<file path="src/rtl/sysctl_keyreg.sv">
module sysctl_keyreg #(
  parameter int          ADDR_W    = 32,
  parameter logic [31:0] BASE_ADDR = 32'h0000_0040,
  parameter logic [7:0]  KEY       = 8'h3C,
  parameter logic [7:0]  RST_VAL   = 8'h01
) (
  input  logic              clk,
  input  logic              rst_n,
  input  logic              req,
  input  logic              we,
  input  logic              size_word,
  input  logic [ADDR_W-1:0] addr,
  input  logic [15:0]       wdata,
  output logic [7:0]        rdata,
  output logic              clk_x8,
  output logic [3:0]        mod_stop
);

  localparam logic [ADDR_W-1:0] BASE = ADDR_W'(BASE_ADDR);

  logic       hit;
  logic       wr_ok;
  logic       rd_ok;
  logic       sel_q;
  logic [3:0] stop_q;

  assign hit   = req && (addr == BASE);
  assign wr_ok = hit && we && size_word && (wdata[15:8] == KEY);
  assign rd_ok = hit && !we && !size_word;

  always_ff @(posedge clk or negedge rst_n) begin
    if (!rst_n) begin
      sel_q  <= RST_VAL[7];
      stop_q <= RST_VAL[3:0];
    end else if (wr_ok) begin
      sel_q  <= wdata[7];
      stop_q <= wdata[3:0];
    end
  end

  always_ff @(posedge clk or negedge rst_n) begin
    if (!rst_n)     rdata <= 8'h00;
    else if (rd_ok) rdata <= {sel_q, 3'b000, stop_q};
    else            rdata <= 8'h00;
  end

  assign clk_x8   = sel_q;
  assign mod_stop = stop_q;

endmodule


</file>
<file path="config.mk">
export PLATFORM = sky130hd
export DESIGN_NAME = sysctl_keyreg
export DESIGN_NICKNAME = d
export VERILOG_FILES = /design/src/rtl/sysctl_keyreg.sv
export SDC_FILE = /design/constraint.sdc
export NUM_CORES = 1
export LEC_CHECK = 0
export BUFFER_PORTS_ARGS = -buffer_cell sky130_fd_sc_hd__buf_4
export CAP_MARGIN = 0
export CORE_MARGIN = 10
export CORE_UTILIZATION = 27
export DETAILED_ROUTE_END_ITERATION = 10
export GPL_TIMING_DRIVEN = 0
export PLACE_DENSITY_LB_ADDON = 0.05
export SYNTH_ARGS = -nofsm -noshare
export SYNTH_HDL_FRONTEND = slang
export SYNTH_SLANG_ARGS = --single-unit
</file>
<file path="constraint.sdc">
create_clock -name clk -period 0.8 [get_ports clk]
set_clock_uncertainty 0.1 [all_clocks]
set_input_delay 0.16 -clock clk [delete_from_list [all_inputs] [get_ports clk]]
set_output_delay 0.16 -clock clk [all_outputs]
set_load 0.05 [all_outputs]
</file>
==> impl_results.md <==
* Floorplan row count at 15
* Syn Area/Cell at about 12 µm²
* First-pass GRT wire length at 3510 µm
* Overflow after GRT at 0
* Dpl ws at -1.09 ns
* CP endpoint: mod_stop[1]$_DFFE_PN0P_
* Fin area at 0.00126 mm²
* Max Fclk at 0.653 GHz
* Vias per cell at 4.38
* Root Driver: clkbuf_4
* Die height at 63.7 µm
* Fin Setup TNS at -8.88 ns
* Area grow syn2layout at 145%
* DIE WIDTH at 63.7 µm
* Clock latency on the worst-skew pair at 0.27 ns
* WL final at 2240 µm
* CTS Sinks at 10
* Vias in the first global route at 735
* Hpwl dp at 1850 µm
* CP Max Fanout at 5
* TritonCTS Buffers at 3
* # setup viols final at 20
* Cell variety after synth at 17
* Die area at 0.00406 mm²
* Commonest non-fill, non-tap cell in the layout: buf_4
* Worst-case clock buffer depth at 2
* DRT antenna net count at 0
* Starting Density at 29.2%
* Initial DRC count at 12
* Period minus WS final at 1.53 ns
* Unrepaired setup endpoints after global routing: yes
* Post-synthesis cell count at 44
* CTS tree: done
* H-tree depth at 1
* Largest net degree at the start of global routing at 11
* Status: finished with violations
* Final Util at 71.7%
* Hold Vio Cnt, Final at 0
* Antenna cells at 0
* Maximum vdd drop at 0.000985 V
* Post-DP Area at 0.00100 mm²
* Critical Path Source: wdata[9]
* Gr usage total at 11.0%
* Initial antenna violation count at 0
* Drt first pass iters at 3
* Worst Hold Depth at 2
* Yosys reg bits at 10
* Part of the Yosys area used for sequential elements at 48.8%
* Max-cap violation count at 0
* Synthesized area at roughly 520 µm²
* Crit end category: flop
* Drc violations at 0
* Synth warn at 0
* Vias at 617
* R2R setup slack at -0.23 ns
* Nets@finish at 170
* Drt wl/cell at about 16 µm
* Fraction of layout cells with a size suffix above 1 at 81.0%
* Commonest cells after routing, fill and taps aside: buf_4 (48), buf_6 (19), and2_1 (5), dfrtp_2 (5)
* Worst R2R End: mod_stop[3]$_DFFE_PN0P_
* Clock-pin slew on the worst setup and hold paths at approximately 0.070 ns
* Setup ws final at -0.732 ns
* Failing checks: negative setup slack
* Startpoint class of the critical path: primary input
* Reg-to-reg startpoint: mod_stop[3]$_DFFE_PN0P_
* Power per cell area at between 900 and 1000 mW/mm²
* Required @ worst endpoint at 0.86 ns
* PortBufs at ~60
* Fin. max-slew vios at 0
* Total power at 1260 µW
* Core Region at between 0.0015 and 0.002 mm²
* Worst Hold Class: primary input to flop
* Worst Reg-to-Reg Cells at 2
* Final GP Congestion at around 0.74
* Leak Pwr at 0.000621 µW
* Arrival @ worst endpoint at 1.59 ns
* Crit Path Category: primary input to flop
* IO Pins at 66
* Crit share post-route at 192%
layer usage:
layer / share of wire (%) / vias to the layer above / wire length [µm] / global-route usage (%)
met4: 1.0 / 0 / 23 / 3.01
met5: 0 / - / 0 / 0
met2: 52 / 38 / 1160 / 19.1
li1: - / 306 / - / -
met3: 12 / 4 / 261 / 7.07
met1: 36 / 269 / 797 / 10.5
synthesized netlist by cell type, drive strengths merged:
| library cell | instances | area (µm²) |
|---|---|---|
| and2 | 5 | 31.3 |
| buf | 3 | 22.5 |
| conb | 1 | 3.75 |
| dfrtp | 9 | 225 |
| dfstp | 1 | 26.3 |
| mux2 | 5 | 56.3 |
| nand2 | 1 | 3.75 |
| nand3 | 1 | 5.00 |
| nand4 | 3 | 18.8 |
| nand4bb | 1 | 11.3 |
| nor2 | 2 | 7.51 |
| nor3b | 1 | 7.51 |
| nor4 | 7 | 58.8 |
| nor4b | 2 | 17.5 |
| or3b | 1 | 8.76 |
| or4 | 1 | 11.3 |
power by group:
group / internal [µW] / switching [µW] / leakage (µW)
clock network: 276 / 172 / 0.0000210
logic: 200 / 108 / 0.000473
registers: 506 / 0 / 0.000128
total: 982 / 279 / 0.000621
logic make-up (layout without fill, tap and decap cells):
group,count (synthesis),in the layout,share of synthesized area [%]
buffers and inverters,3,73,4.37
flip-flops,10,10,48.8
multiplexers,5,5,10.9
other,1,3,0.727
AND/OR/NAND/NOR,25,25,35.2
state kept, by name (all words and copies together), names as in the netlist:
name,flops
clk_x8,1
mod_stop,4
rdata,5
through the flow:
step | hold WS [ns] | std cells
2_1_floorplan | -0.236 | 46
3_3_place_gp | -0.107 | 130
3_5_place_dp | -0.108 | 130
4_1_cts | 0.0107 | 141
5_1_grt | 0.00859 | 141
6_report | 0.0164 | 141
layout make-up:
| class | instances | area (µm²) |
|---|---|---|
| timing repair buffer | 66 | 577 |
| multi-input combinational | 33 | 340 |
| tap | 25 | 31.3 |
| buffer | 3 | 22.5 |
| sequential | 10 | 258 |
| clock buffer | 4 | 36.3 |
| fill | 145 | 499 |
worst max-delay path, cell delays in order:
cell	delay [ns]
buf_6	0.09
nand4bb_1	0.18
or4_4	0.54
nor4_4	0.15
buf_6	0.17
mux2_4	0.30
repair_timing:
action | in CTS | in global routing
setup endpoints to repair | 20 | 20
hold buffers | 1 | 0
cloned | 0 | 0
resized for setup | 30 | 6
hold endpoints to repair | 10 | 0
pin swaps | 3 | 5
buffers inserted | 6 | 0
how the worst min path moves through the flow:
stage	startpoint	end	slack (ns)
2_1_floorplan	rst_n	clk_x8$_DFFE_PN0P_	-0.24
3_3_place_gp	rst_n	rdata[2]$_DFF_PN0_	-0.11
3_5_place_dp	rst_n	mod_stop[2]$_DFFE_PN0P_	-0.11
4_1_cts	wdata[2]	mod_stop[2]$_DFFE_PN0P_	0.01
5_1_grt	wdata[2]	mod_stop[2]$_DFFE_PN0P_	0.009
6_report	wdata[2]	mod_stop[2]$_DFFE_PN0P_	0.02
Power figures use the tool's default switching activity.
